### config.mk
export PLATFORM = sky130hd
export DESIGN_NAME = irq_flag_pend
export DESIGN_NICKNAME = d
export VERILOG_FILES = /design/src/rtl/irq_flag_pend.sv
export SDC_FILE = /design/constraint.sdc
export NUM_CORES = 1
export LEC_CHECK = 0
export ABC_AREA = 1
export BUFFER_PORTS_ARGS = -buffer_cell sky130_fd_sc_hd__buf_4
export CELL_PAD_IN_SITES_DETAIL_PLACEMENT = 0
export CELL_PAD_IN_SITES_GLOBAL_PLACEMENT = 1
export CORE_MARGIN = 2
export CORE_UTILIZATION = 39
export DETAILED_ROUTE_END_ITERATION = 12
export HOLD_SLACK_MARGIN = 0.1
export PLACE_DENSITY = 0.94
export SLEW_MARGIN = 0
export SYNTH_ARGS = -nofsm -noshare
export SYNTH_HDL_FRONTEND = slang
export SYNTH_SLANG_ARGS = --single-unit
### constraint.sdc
create_clock -name clk -period 1.7 [get_ports clk]
set_clock_uncertainty 0.05 [all_clocks]
set_input_delay 0 -clock clk [delete_from_list [all_inputs] [get_ports clk]]
set_output_delay 0 -clock clk [all_outputs]
set_load 0.005 [all_outputs]
### src/rtl/irq_flag_pend.sv
module irq_flag_pend #(
  parameter int NL = 4,
  parameter int NF = 8,
  parameter int DW = 32,
  parameter int AW = $clog2(NL*4 + 4)
) (
  input  logic             clk,
  input  logic             rst,
  input  logic             bus_we,
  input  logic [AW-1:0]    bus_addr,
  input  logic [DW-1:0]    bus_wdata,
  output logic [DW-1:0]    bus_rdata,
  input  logic [NL*NF-1:0] hw_evt,
  input  logic [NL-1:0]    ack,
  output logic [NL-1:0]    periph_req,
  output logic [NL-1:0]    irq
);
  localparam int PW = AW - 2;

  logic [NL*NF-1:0] flag_q, mask_q;
  logic [NL-1:0]    pend_q, len_q;
  logic [PW-1:0]    page;
  logic [1:0]       sub;
  logic             line_pg;

  assign page    = bus_addr[AW-1:2];
  assign sub     = bus_addr[1:0];
  assign line_pg = bus_we && page == PW'(NL);

  for (genvar p = 0; p < NL; p++) begin : g_per
    logic          pg;
    logic [NF-1:0] fset, fclr;
    assign pg   = bus_we && page == PW'(p);
    assign fset = (pg && sub == 2'd1) ? bus_wdata[NF-1:0] : '0;
    assign fclr = (pg && sub == 2'd2) ? bus_wdata[NF-1:0] : '0;
    assign periph_req[p] = |(flag_q[p*NF +: NF] & mask_q[p*NF +: NF]);

    always_ff @(posedge clk) begin
      if (rst) begin
        flag_q[p*NF +: NF] <= '0;
        mask_q[p*NF +: NF] <= '0;
      end else begin
        flag_q[p*NF +: NF] <= (flag_q[p*NF +: NF] & ~fclr) | fset | hw_evt[p*NF +: NF];
        if (pg && sub == 2'd3) mask_q[p*NF +: NF] <= bus_wdata[NF-1:0];
      end
    end
  end

  logic [NL-1:0] pset, pclr, lset, lclr;
  assign pset = (line_pg && sub == 2'd0) ? bus_wdata[NL-1:0] : '0;
  assign pclr = (line_pg && sub == 2'd1) ? bus_wdata[NL-1:0] : '0;
  assign lset = (line_pg && sub == 2'd2) ? bus_wdata[NL-1:0] : '0;
  assign lclr = (line_pg && sub == 2'd3) ? bus_wdata[NL-1:0] : '0;

  always_ff @(posedge clk) begin
    if (rst) begin
      pend_q <= '0;
      len_q  <= '0;
    end else begin
      pend_q <= (pend_q & ~pclr & ~ack) | pset | periph_req;
      len_q  <= (len_q & ~lclr) | lset;
    end
  end

  assign irq = pend_q & len_q;

  always_comb begin
    bus_rdata = '0;
    for (int p = 0; p < NL; p++)
      if (page == PW'(p))
        bus_rdata[NF-1:0] = (sub == 2'd3) ? mask_q[p*NF +: NF] : flag_q[p*NF +: NF];
    if (page == PW'(NL))
      bus_rdata[NL-1:0] = sub[1] ? len_q : pend_q;
  end
endmodule

Yosys cells after proc, flatten, opt, wreduce, memory -nomap -nowiden
Cells that the tools add are included.

storage, ports and cells
  output and inout port bits = 40
  register bits = 72
  logic and storage cells = 96

cells by class
  reduce and logical (&&, ||, !) cells = 27
  eq/ne operators = 7
  bitwise operators = 30
  mux-type cells = 22

operators with widths
  operator                                                          number
  8-bit two-way mux                                                 16
  8-bit AND                                                         8
  8-bit OR                                                          8
  8-bit inverter                                                    4
  8-bit OR reduction                                                4
  4-bit two-way mux                                                 6
  1-bit logical AND                                                 21
  4-bit AND                                                         4
  4-bit inverter                                                    3
  4-bit OR                                                          3
  3-bit by 2-bit == test with 1-bit output (second input constant)  2
  2-bit == test (second input constant)                             2
  3-bit by 1-bit == test with 1-bit output (second input constant)  1
  3-bit == test (second input constant)                             1
  3-bit logical NOT                                                 1
  2-bit by 1-bit == test with 1-bit output (second input constant)  1
  2-bit logical NOT                                                 1

Longest topological paths before layout
Gate-level depths: netlist of the first run.

  depth after elaboration = 9
  gate-level depth with buffers = 9

Worst setup path after synthesis of the first run
Ideal clock, no wire load.

  path kind = input to register
  start = input bus_addr[3]
  end = register flag_q[12]
  data required time = 1.518 ns
  setup time = 0.132 ns
  arrival = 0.874 ns
  stages on the path = 8
  setup slack = 0.644 ns
  cell sequence = buf_4 > nor2_1 > nand2_1 > inv_1 > buf_4 > nand4_1 > nand2_1 > a21oi_1

between the ends
  cells in the longest elaborated chain, start to end = 8

ends and longest elaborated chain
  item                                        line  source
  from (decl)                                 10    input logic [AW-1:0] bus_addr,
  3-bit by 1-bit == test with 1-bit output *  33    assign pg = bus_we && page == PW'(p);
  1-bit logical AND *                         33
  1-bit logical AND                           35    assign fclr = (pg && sub == 2'd2) ? bus_wdata[NF-1:0] : '0;
  8-bit two-way mux                           35
  8-bit inverter                              43    flag_q[p*NF +: NF] <= (flag_q[p*NF +: NF] & ~fclr) | fset | hw_evt[p*NF +: NF];
  8-bit AND                                   43
  8-bit OR * (2 in series)                    43
  to (signal, indexed assignment)             43
  to (decl)                                   20    logic [NL*NF-1:0] flag_q, mask_q;

Every way passes the cells marked *; elsewhere a longest branch is shown, timed or not.
A chain may end at the register's enable or synchronous reset.

Worst setup path after layout of the first run
  start = register mask_q[15]
  end = output bus_rdata[7]

between the ends
  cells in the longest elaborated chain, start to end = 4

ends and longest elaborated chain
  item                               line  source
  from (decl)                        20
  from (signal, indexed assignment)  44    if (pg && sub == 2'd3) mask_q[p*NF +: NF] <= bus_wdata[NF-1:0];
  8-bit two-way mux                  71    bus_rdata[NF-1:0] = (sub == 2'd3) ? mask_q[p*NF +: NF] : flag_q[p*NF +: NF];
  8-bit two-way mux (3 in series)    70    if (page == PW'(p))
  to (decl)                          12    output logic [DW-1:0] bus_rdata,

Every way passes these cells.

==> results of run 1 <==
[worst max-delay path, delay by kind of cell, from the launching register on]
family | cells | cell delay [ns]
flops | 1 | 0.32
buf+inv | 1 | 0.14
compound gates | 2 | 0.26
simple gates | 4 | 0.42
[cells in the final DEF, fill, tap and decap left out, types with 4 or more instances in the layout]
cell type,n
nand2_1,245
inv_2,9
buf_4,79
nand3_2,4
o21ai_0,28
clkbuf_8,12
nor2_2,5
nor2_4,5
nor2_1,64
inv_1,45
nand3_1,4
nand4_1,43
a21oi_1,95
dlygate4sd3_1,81
conb_1,24
dfxtp_1,72
[routing by layer]
metal / vias up / share of wire, % / GRT usage (%)
li1: 2428 / - / -
met3: 36 / 7.8 / 6.04
met4: 0 / 3.4 / 10.6
met1: 2250 / 41 / 29.3
met5: - / 0 / 0
met2: 222 / 48 / 41.7
[sequential cells by signal, summed over array words and instances (netlist names)]
name    count
flag_q     32
mask_q     32
len_q       4
pend_q      4
[power by group]
group / switching, mW / internal (mW)
clock network: 0.610 / 0.636
registers: 0.0511 / 1.75
logic: 0.375 / 0.322
total: 1.04 / 2.71
[per-stage QoR]
stage | util (%) | instance area (um2) | setup slack (ns) | power [mW] | std cells
6_report | 53.1 | 5730 | 0.152 | 3.74 | 962
2_1_floorplan | - | 4370 | 0.644 | 2.19 | 713
4_1_cts | 53.1 | 5730 | 0.157 | 3.75 | 962
3_3_place_gp | 44.0 | 4750 | 0.320 | 2.36 | 867
5_1_grt | 53.1 | 5730 | 0.0438 | 3.92 | 962
3_5_place_dp | 44.0 | 4750 | 0.290 | 2.38 | 867
[Yosys cell counts (all sizes together)]
library cell,instances
nand4,43
a21oi,95
nand2,245
dfxtp,72
o21ai,28
nor3,3
nand3,8
clkbuf,20
buf,45
inv,54
nor2,74
or2,1
o211ai,1
conb,1
[worst paths after layout]
path / end / slack [ns] / cells after the start
max reg2reg: pend_q[2] / 0.31 / 5
min: mask_q[8] / 0.12 / 5
max: bus_rdata[7] / 0.15 / 7
min reg2reg: mask_q[24] / 0.43 / 2
[cell families (layout without fill, tap and decap cells)]
kind of cell | after synthesis | count (layout) | synth area share [%]
other | 1 | 24 | 0.0876
AO/OA/AOI/OAI | 124 | 124 | 14.6
flip-flops | 72 | 72 | 33.7
buffers and inverters | 119 | 228 | 13.8
AND/OR/NAND/NOR | 374 | 374 | 37.9
[layout make-up]
class / instances / area [um2] / share of cell area (%)
multi-input cells: 522 / 2330 / 40.7
clock buffers: 14 / 173 / 3.01
flip-flops and latches: 72 / 1440 / 25.2
repair buffers: 160 / 1400 / 24.5
inverters: 54 / 203 / 3.54
well taps: 140 / 175 / 3.06
[what timing repair did]
action,CTS,global route
endpoints found under the hold margin,72,0
resized for setup,0,0
hold buffers,81,0
==> results.md, run 1 <==
* Reg clk slew, reported paths at 0.07 ns
* WL/cell at 14.6 um
* Fill cell count at 1027
* Number of hold violations in the final report at 0
* Period minus WS final at 1.55 ns
* Static leakage at 2.58 nW
* CTS tree: built
* Worst slew margin at 49.4%
* Initial antenna violation count at 0
* Port buffer count at 67
* Pre-Repair DR Iteration Count at 5
* Routability cong. at 0.877
* Post-synth top area share at 33.7%
* I/O pin count at 116
* Yosys warning total at 0
* Antenna Nets Post-Route at 0
* Initial Util at 39.7%
* Sequential share of the synthesized area at 33.7%
* Outcome: completed
* Final Net Count at 895
* WL final at 14000 um
* Synthesized instance count at 690
* Fmax achieved at 646 MHz
* Synth top area cells: dfxtp_1 34%, nand2_1 21%, a21oi_1 11%, nand4_1 6.3%, nor2_1 5.6%
* GRT Resource Usage Total at 24.5%
* Slew Viols, Final at 0
* Post-DR vias/cell at 5.13
* Critical Path AT at 1.50 ns
* Area leader, netlist: dfxtp_1
* Cell Pwr Density at 654 nW/um2
* Critical Path Fanout Max at 3
* Netlist cell types at 22
* Post-CTS Setup Bufs at 0
* Total grt overflow at 0
* TNS Setup at 0 ns
* Setup crit end kind: primary output
* Remaining DRCs at 0
* CP most frequent cell: nor2_1
* Critical Path Source: mask_q[15]
* VDD IR max at 0.363 mV
* Synthesis-to-finish area growth at 33.8%
* Max-Cap Viols at 0
* HP Start: bus_we
* Crit Path Class: flop to primary output
* Pin slew with the least headroom to its limit at 0.760 ns
* Routed vias at 4936
* Die Wd at 109 um
* Crit-path cells: nor2_1 > nor2_1 > o21ai_0 > o21ai_0 > nor2_1 > nand2_1 > buf_4
* # clock sinks at 72
* Initial DRC Count at 363
* Worst min path class: input port to flop
* RSZ-0062 raised after global routing: false
* H-tree depth at 3
* CP peak stage delay at 0.32 ns
* Tcrit/Tclk final at 91.0%
* DPL Wire Length at 9060 um
* CP required at 1.65 ns
* Cts bufs inserted at 9
* Post-Syn Area at 4280 um2
* # setup viols final at 0
* Die area at 11800 um2
* Clock Latency Late Sink at 0.35 ns
* # rows at 38
* CP max stage cell: dfxtp_1
* Share of post-route cells with drive strength above 1 at 14.1%
* Die Ht at 109 um
* Core ar. at 10800 um2
* Root Driver: clkbuf_8
* First-pass GRT wire length at 22500 um
* Reg-to-reg startpoint: pend_q[2]
* CTS Buffer Depth at 2
* Syn avg cell area at 6.20 um2
* Setup crit start kind: flop
* Synth Register Bits at 72
* # diodes at 0
* Hold_ws at 0.122 ns
* Pin count of the biggest net entering global routing at 73
* Vias in the first global route at 4728
No activity file was read; power rests on OpenSTA's default activity.
==> run 2: changes to the inputs <==
--- a/config.mk
+++ b/config.mk
@@ -9,7 +9,7 @@
 export BUFFER_PORTS_ARGS = -buffer_cell sky130_fd_sc_hd__buf_4
 export CELL_PAD_IN_SITES_DETAIL_PLACEMENT = 0
 export CELL_PAD_IN_SITES_GLOBAL_PLACEMENT = 1
-export CORE_MARGIN = 2
+export CORE_MARGIN = 5
 export CORE_UTILIZATION = 39
 export DETAILED_ROUTE_END_ITERATION = 12
 export HOLD_SLACK_MARGIN = 0.1
==> run 2 against run 1 <==
Compared with the run above:
- sequential share of layout area is 0.16 points lower
- register-to-register slack improved by 0.05 ns
- clock-buffer cell count unchanged
- sequential power is essentially flat
- cell area is 0.66% higher
- utilization rose by 0.35 points
- die area up 11%
- non-clock buffer count grew 1
- power increased by 4.5%
- highest routed layer unchanged
==> results.md, run 2 (synthesis results as in run 1) <==
* Outcome: completed (unchanged)
* Pin slew with the least headroom to its limit at 0.787 ns (was 0.760 ns)
* Setup crit start kind: flop (unchanged)
* Placed Area at 4750 um2 (unchanged)
* CTS Buffer Depth at 2 (unchanged)
* Final Net Count at 896 (was 895)
* First-pass GRT wire length at 23100 um (was 22500 um)
* Crit Path Class: flop to primary output (unchanged)
* Most common cell after layout, fill and taps aside: nand2_1 (unchanged)
* # setup viols final at 0 (unchanged)
* # diodes at 0 (unchanged)
* I/O pin count at 116 (unchanged)
* Vias in the first global route at 4907 (was 4728)
* Critical Path Fanout Max at 3 (unchanged)
* Share of post-route cells with drive strength above 1 at 14.2% (was 14.1%)
* CP required at 1.65 ns (about the same)
* RSZ-0062 raised after global routing: false (unchanged)
* Die area at 13200 um2 (was 11800 um2)
* Post-DR vias/cell at 5.16 (was 5.13)
* Critical Path AT at 1.50 ns (about the same)
* Initial Util at 39.7% (unchanged)
* Worst slew margin at 47.5% (was 49.4%)
* Synthesis-to-finish area growth at 34.7% (was 33.8%)
* H-tree depth at 3 (unchanged)
* Area occupied by multi-input gates at 2330 um2 (unchanged)
* VDD IR max at 0.372 mV (was 0.363 mV)
* WL final at 14300 um (was 14000 um)
* Sequential Area at 1440 um2 (unchanged)
* CTS tree: built (unchanged)
* GRT Resource Usage Total at 21.9% (was 24.5%)
* Pre-Repair DR Iteration Count at 7 (was 5)
* DPL Wire Length at 9150 um (was 9060 um)
* Pin count of the biggest net entering global routing at 73 (unchanged)
* TNS Setup at 0 ns (unchanged)
* Max-Cap Viols at 0 (unchanged)
* Routed vias at 4979 (was 4936)
* Fill cell count at 1013 (was 1027)
* Commonest cells after routing, fill and taps aside: 245 x nand2_1, 95 x a21oi_1, 82 x dlygate4sd3_1 (was 245 x nand2_1, 95 x a21oi_1, 81 x dlygate4sd3_1)
* Static leakage at 2.59 nW (was 2.58 nW)
* Cell Pwr Density at 678 nW/um2 (was 654 nW/um2)
* Die Wd at 115 um (was 109 um)
* Top Registers: flag_q: 32 flops, mask_q: 32 flops (unchanged)
* Slew Viols, Final at 0 (unchanged)
* Cts bufs inserted at 9 (unchanged)
* Reg clk slew, reported paths at 0.07 ns (about the same)
* Core ar. at 10800 um2 (unchanged)
* Fin area at 5770 um2 (was 5730 um2)
* Fmax achieved at 646 MHz (about the same)
* # clock sinks at 72 (unchanged)
* Die Ht at 115 um (was 109 um)
* Port buffer count at 67 (unchanged)
* WL/cell at 14.8 um (was 14.6 um)
* Clock Latency Late Sink at 0.35 ns (about the same)
* Number of hold violations in the final report at 0 (unchanged)
* Antenna Nets Post-Route at 0 (unchanged)
* # rows at 38 (unchanged)
* Period minus WS final at 1.55 ns (about the same)
* Post-CTS Setup Bufs at 0 (unchanged)
* Remaining DRCs at 0 (unchanged)
* Worst min path class: input port to flop (unchanged)
* Setup crit end kind: primary output (unchanged)
* Initial antenna violation count at 0 (unchanged)
* Tot Pwr at 3.91 mW (was 3.74 mW)
* Total grt overflow at 0 (unchanged)
* Tcrit/Tclk final at 91.0% (about the same)
* Initial DRC Count at 456 (was 363)
* Root Driver: clkbuf_8 (unchanged)
* Routability cong. at 0.867 (was 0.877)
## run 2: timing repair
item | in CTS | in global routing
endpoints found under the hold margin | 72 | 0
gates resized for setup | 0 | 0
hold buffers | 82 | 0
## run 2: path summary, 6_finish.rpt
kind,to,slack [ns],depth (start not counted),startpoint
min,mask_q[9],0.11,5,bus_we
max reg2reg,pend_q[2],0.36,5,pend_q[2]
min reg2reg,mask_q[29],0.43,2,mask_q[29]
max,bus_rdata[1],0.15,7,mask_q[1]
## run 2: report_power, final
part	total [mW]	switching [mW]	internal [mW]
combinational	0.700	0.378	0.322
sequential	1.80	0.0522	1.75
clock	1.41	0.649	0.761
total	3.91	1.08	2.83
## run 2: area by class of cell
| cell class | count | area share, % |
|---|---|---|
| Clock inverter | 2 | 0.651 |
| Inverter | 54 | 3.51 |
| Sequential cell | 72 | 25.0 |
| Tap cell | 140 | 3.04 |
| Multi-Input combinational cell | 522 | 40.5 |
| Clock buffer | 14 | 2.82 |
| Timing Repair Buffer | 161 | 24.5 |
## run 2: stage by stage
stage	setup WS (ns)	instances	util, %	hold slack [ns]
detailed placement	0.291	867	44.0	0.198
CTS	0.163	965	53.4	0.101
floorplan	0.644	713	-	0.102
global placement	0.332	867	44.0	0.193
global route	0.0469	965	53.4	0.121
finish	0.153	965	53.4	0.108
## run 2: layer usage
layer  GRT usage, %  vias to the layer above  part of all wire (%)
met4           8.14                        0                   2.5
met3           3.05                       31                   6.5
met5              0                        -                     0
li1               -                     2424                     -
met2           38.1                      201                    48
met1           27.6                     2323                    43
## run 2: worst max-delay path, stage by stage, from the launching register on
cell	delay [ns]
dfxtp_1	0.33
nor2_1	0.12
nor2_1	0.06
o21ai_0	0.11
o21ai_0	0.16
nor2_1	0.16
nand2_1	0.08
buf_4	0.14
==> run 3: changes to the inputs <==
--- a/config.mk
+++ b/config.mk
@@ -5,15 +5,14 @@
 export SDC_FILE = /design/constraint.sdc
 export NUM_CORES = 1
 export LEC_CHECK = 0
-export ABC_AREA = 1
 export BUFFER_PORTS_ARGS = -buffer_cell sky130_fd_sc_hd__buf_4
 export CELL_PAD_IN_SITES_DETAIL_PLACEMENT = 0
 export CELL_PAD_IN_SITES_GLOBAL_PLACEMENT = 1
 export CORE_MARGIN = 5
-export CORE_UTILIZATION = 39
+export CORE_UTILIZATION = 40
 export DETAILED_ROUTE_END_ITERATION = 12
 export HOLD_SLACK_MARGIN = 0.1
-export PLACE_DENSITY = 0.94
+export PLACE_DENSITY = 0.93
 export SLEW_MARGIN = 0
 export SYNTH_ARGS = -nofsm -noshare
 export SYNTH_HDL_FRONTEND = slang
==> run 3 against run 2 <==
Compared with the run above:
- the run now ends with negative setup slack left
- utilization grew 3.3 points
- first-iteration DRC count fell by 17%
- sequential share of layout area up 1.3 points
- critical path depth is 3 lower
- flip-flop and latch count did not move
- power is 0.78% lower
- wire length is 3.4% lower
- via count shrank 12%
- hold slack gained 0.039 ns
- synthesized area is 7.2% lower
- critical path type unchanged
- critical endpoint unchanged
- largest cell class unchanged
==> results.md, run 3 <==
* Outcome: complete, but fails checks (was completed)
* Failing checks: negative setup slack
* H-tree depth at 3 (unchanged)
* Worst min path class: input port to flop (unchanged)
* Pre-CTS WS at 0.206 ns (was 0.291 ns)
* Placed Area at 4470 um2 (was 4750 um2)
* Total grt overflow at 0 (unchanged)
* Die area at 12000 um2 (was 13200 um2)
* Reg clk slew, reported paths at 0.08 ns (was 0.07 ns)
* Cts bufs inserted at 9 (unchanged)
* Synthesis-to-finish area growth at 39.0% (was 34.7%)
* Routed vias at 4395 (was 4979)
* DPL Wire Length at 9220 um (was 9150 um)
* Critical Path AT at 1.67 ns (was 1.50 ns)
* Die Wd at 110 um (was 115 um)
* WHS Path Cells at 2 (was 5)
* Util after Layout at 56.8% (was 53.4%)
* Fmax achieved at 582 MHz (was 646 MHz)
* Commonest cells after routing, fill and taps aside: 119 x a21oi_1, 80 x buf_4, 79 x dlygate4sd3_1 (was 245 x nand2_1, 95 x a21oi_1, 82 x dlygate4sd3_1)
* Core ar. at 9730 um2 (was 10800 um2)
* Fin area at 5520 um2 (was 5770 um2)
* Cells on worst reg2reg path at 5 (unchanged)
* Remaining DRCs at 0 (unchanged)
* WL final at 13800 um (was 14300 um)
* TNS Setup at -0.0414 ns (was 0 ns)
* Number of hold violations in the final report at 0 (unchanged)
* Syn avg cell area at 8.04 um2 (was 6.20 um2)
* WL/cell at 18.0 um (was 14.8 um)
* Die Ht at 110 um (was 115 um)
* Tot Pwr at 3.88 mW (was 3.91 mW)
* Initial antenna violation count at 0 (unchanged)
* CP required at 1.65 ns (about the same)
* VDD IR max at 0.505 mV (was 0.372 mV)
* Sequential Area at 1450 um2 (was 1440 um2)
* Fill cell count at 869 (was 1013)
* # setup viols final at 3 (was 0)
* Critical Path Source: flag_q[9] (was mask_q[1])
* Sequential share of the synthesized area at 36.3% (was 33.7%)
* RSZ-0062 raised after global routing: true (was false)
* Period minus WS final at 1.72 ns (was 1.55 ns)
* Final Net Count at 706 (was 896)
* Setup crit start kind: flop (unchanged)
* Post-synth top flop: dfxtp_1 (unchanged)
* Max-Cap Viols at 0 (unchanged)
* HP Start: rst (was bus_we)
* Post-DR vias/cell at 5.72 (was 5.16)
* Setup crit end kind: primary output (unchanged)
* Reg2reg end: pend_q[1] (was pend_q[2])
* Vias in the first global route at 4181 (was 4907)
* Synthesized instance count at 494 (was 690)
* Pin slew with the least headroom to its limit at 0.761 ns (was 0.787 ns)
* Pin count of the biggest net entering global routing at 73 (unchanged)
* Synth top area cells: dfxtp_1 36%, a21oi_1 15%, o21ai_0 8.4%, buf_4 4.9%, nand2_1 4.8% (was dfxtp_1 34%, nand2_1 21%, a21oi_1 11%, nand4_1 6.3%, nor2_1 5.6%)
* Initial DRC Count at 380 (was 456)
* Initial Util at 40.8% (was 39.7%)
* Critical Path Fanout Max at 3 (unchanged)
* Hold_ws at 0.147 ns (was 0.108 ns)
* Crit Path Class: flop to primary output (unchanged)
* # diodes at 0 (unchanged)
* Area leader, netlist: dfxtp_1 (unchanged)
* Top Registers: flag_q: 32 flops, mask_q: 32 flops (unchanged)
* Most common cell after layout, fill and taps aside: a21oi_1 (was nand2_1)
* Placed cells at 671 (was 867)
* Top cells by count, synth: 123 x a21oi_1, 72 x dfxtp_1, 67 x o21ai_0, 51 x nand2_1, 26 x buf_4 (was 245 x nand2_1, 95 x a21oi_1, 72 x dfxtp_1, 64 x nor2_1, 45 x inv_1)
* Synth Register Bits at 72 (unchanged)
* Slew Viols, Final at 0 (unchanged)
* Routability cong. at 0.960 (was 0.867)
* Non-filler cells in the finished layout at 768 (was 965)
* CTS Buffer Depth at 2 (unchanged)
* Root Driver: clkbuf_8 (unchanged)
* I/O pin count at 116 (unchanged)
* # clock sinks at 72 (unchanged)
* Area occupied by multi-input gates at 2230 um2 (was 2330 um2)
* Flop2flop setup slack at 0.35 ns (was 0.36 ns)
* Final setup margin at -0.0172 ns (was 0.153 ns)
* Antenna Nets Post-Route at 0 (unchanged)
* Share of post-route cells with drive strength above 1 at 22.0% (was 14.2%)
* Yosys warning total at 0 (unchanged)
* Worst slew margin at 49.3% (was 47.5%)
* Worst Hold End: flag_q[4] (was mask_q[9])
* Async S/R FF share, synth at 0% (unchanged)
* Static leakage at 2.19 nW (was 2.59 nW)
* Reg-to-reg startpoint: flag_q[11] (was pend_q[2])
* GRT Resource Usage Total at 23.6% (was 21.9%)
* CTS tree: built (unchanged)
* Clock Latency Late Sink at 0.36 ns (was 0.35 ns)
* Tcrit/Tclk final at 101% (was 91.0%)
* Post-Syn Area at 3970 um2 (was 4280 um2)
* Cell Pwr Density at 703 nW/um2 (was 678 nW/um2)
* Post-synth EDFFs at 0 (unchanged)
* Post-synth top area share at 36.3% (was 33.7%)
* # rows at 36 (was 38)
* First-pass GRT wire length at 21800 um (was 23100 um)
* Netlist cell types at 41 (was 22)
* Pre-Repair DR Iteration Count at 5 (was 7)
* Count leader, synth: a21oi_1 (was nand2_1)
* Port buffer count at 67 (unchanged)
## run 3: worst max-delay path: stages (launching register included)
cell     delay [ns]
dfxtp_1        0.34
mux4_2         0.50
o41ai_2        0.22
a21oi_1        0.10
buf_4          0.15
## run 3: layout make-up
| cell class | count | area share [%] |
|---|---|---|
| Multi-Input combinational cell | 372 | 40.3 |
| Tap cell | 133 | 3.01 |
| Clock inverter | 7 | 1.31 |
| Inverter | 13 | 0.883 |
| Timing Repair Buffer | 162 | 26.0 |
| Sequential cell | 72 | 26.3 |
| Clock buffer | 9 | 2.24 |
## run 3: cell families (layout without fill, tap and decap cells)
group	after synthesis	in the layout	share of synthesized area, %
AOI/OAI and AO/OA	225	225	31.2
buffers and inverters	73	191	10.7
DFF	72	72	36.3
muxes	19	19	7.08
other	1	24	0.0944
and+or+nand+nor	104	104	14.6
## run 3: where the power goes
| group | internal (mW) | total (mW) | leakage [nW] | switching, mW |
|---|---|---|---|---|
| clock | 0.676 | 1.38 | 0.0952 | 0.703 |
| sequential | 1.75 | 1.80 | 0.593 | 0.0532 |
| combinational | 0.355 | 0.698 | 1.50 | 0.344 |
## run 3: how the worst max path moves through the flow
stage                     depth (start not counted)            to  slack, ns
after floorplan                                   3  bus_rdata[2]       0.49
after global placement                            5  bus_rdata[3]       0.22
after detailed placement                          5  bus_rdata[2]       0.21
after CTS                                         4  bus_rdata[3]     -0.005
after global routing                              5  bus_rdata[2]      -0.11
final                                             4  bus_rdata[1]      -0.02
## run 3: layer usage
| metal | up-vias | track usage (%) | wire length (um) |
|---|---|---|---|
| met3 | 37 | 5.17 | 1480 |
| li1 | 2009 | - | - |
| met2 | 259 | 37.7 | 6420 |
| met5 | - | 0 | 0 |
| met4 | 0 | 9.35 | 378 |
| met1 | 2090 | 31.0 | 5510 |
## run 3: what timing repair did
item / CTS / global route
endpoints found under the setup margin: 4 / 20
hold endpoints to repair: 72 / 0
cloned: 0 / 0
pin swaps: 4 / 1
hold buffers: 79 / 0
gates resized for setup: 11 / 6
setup buffers: 2 / 0
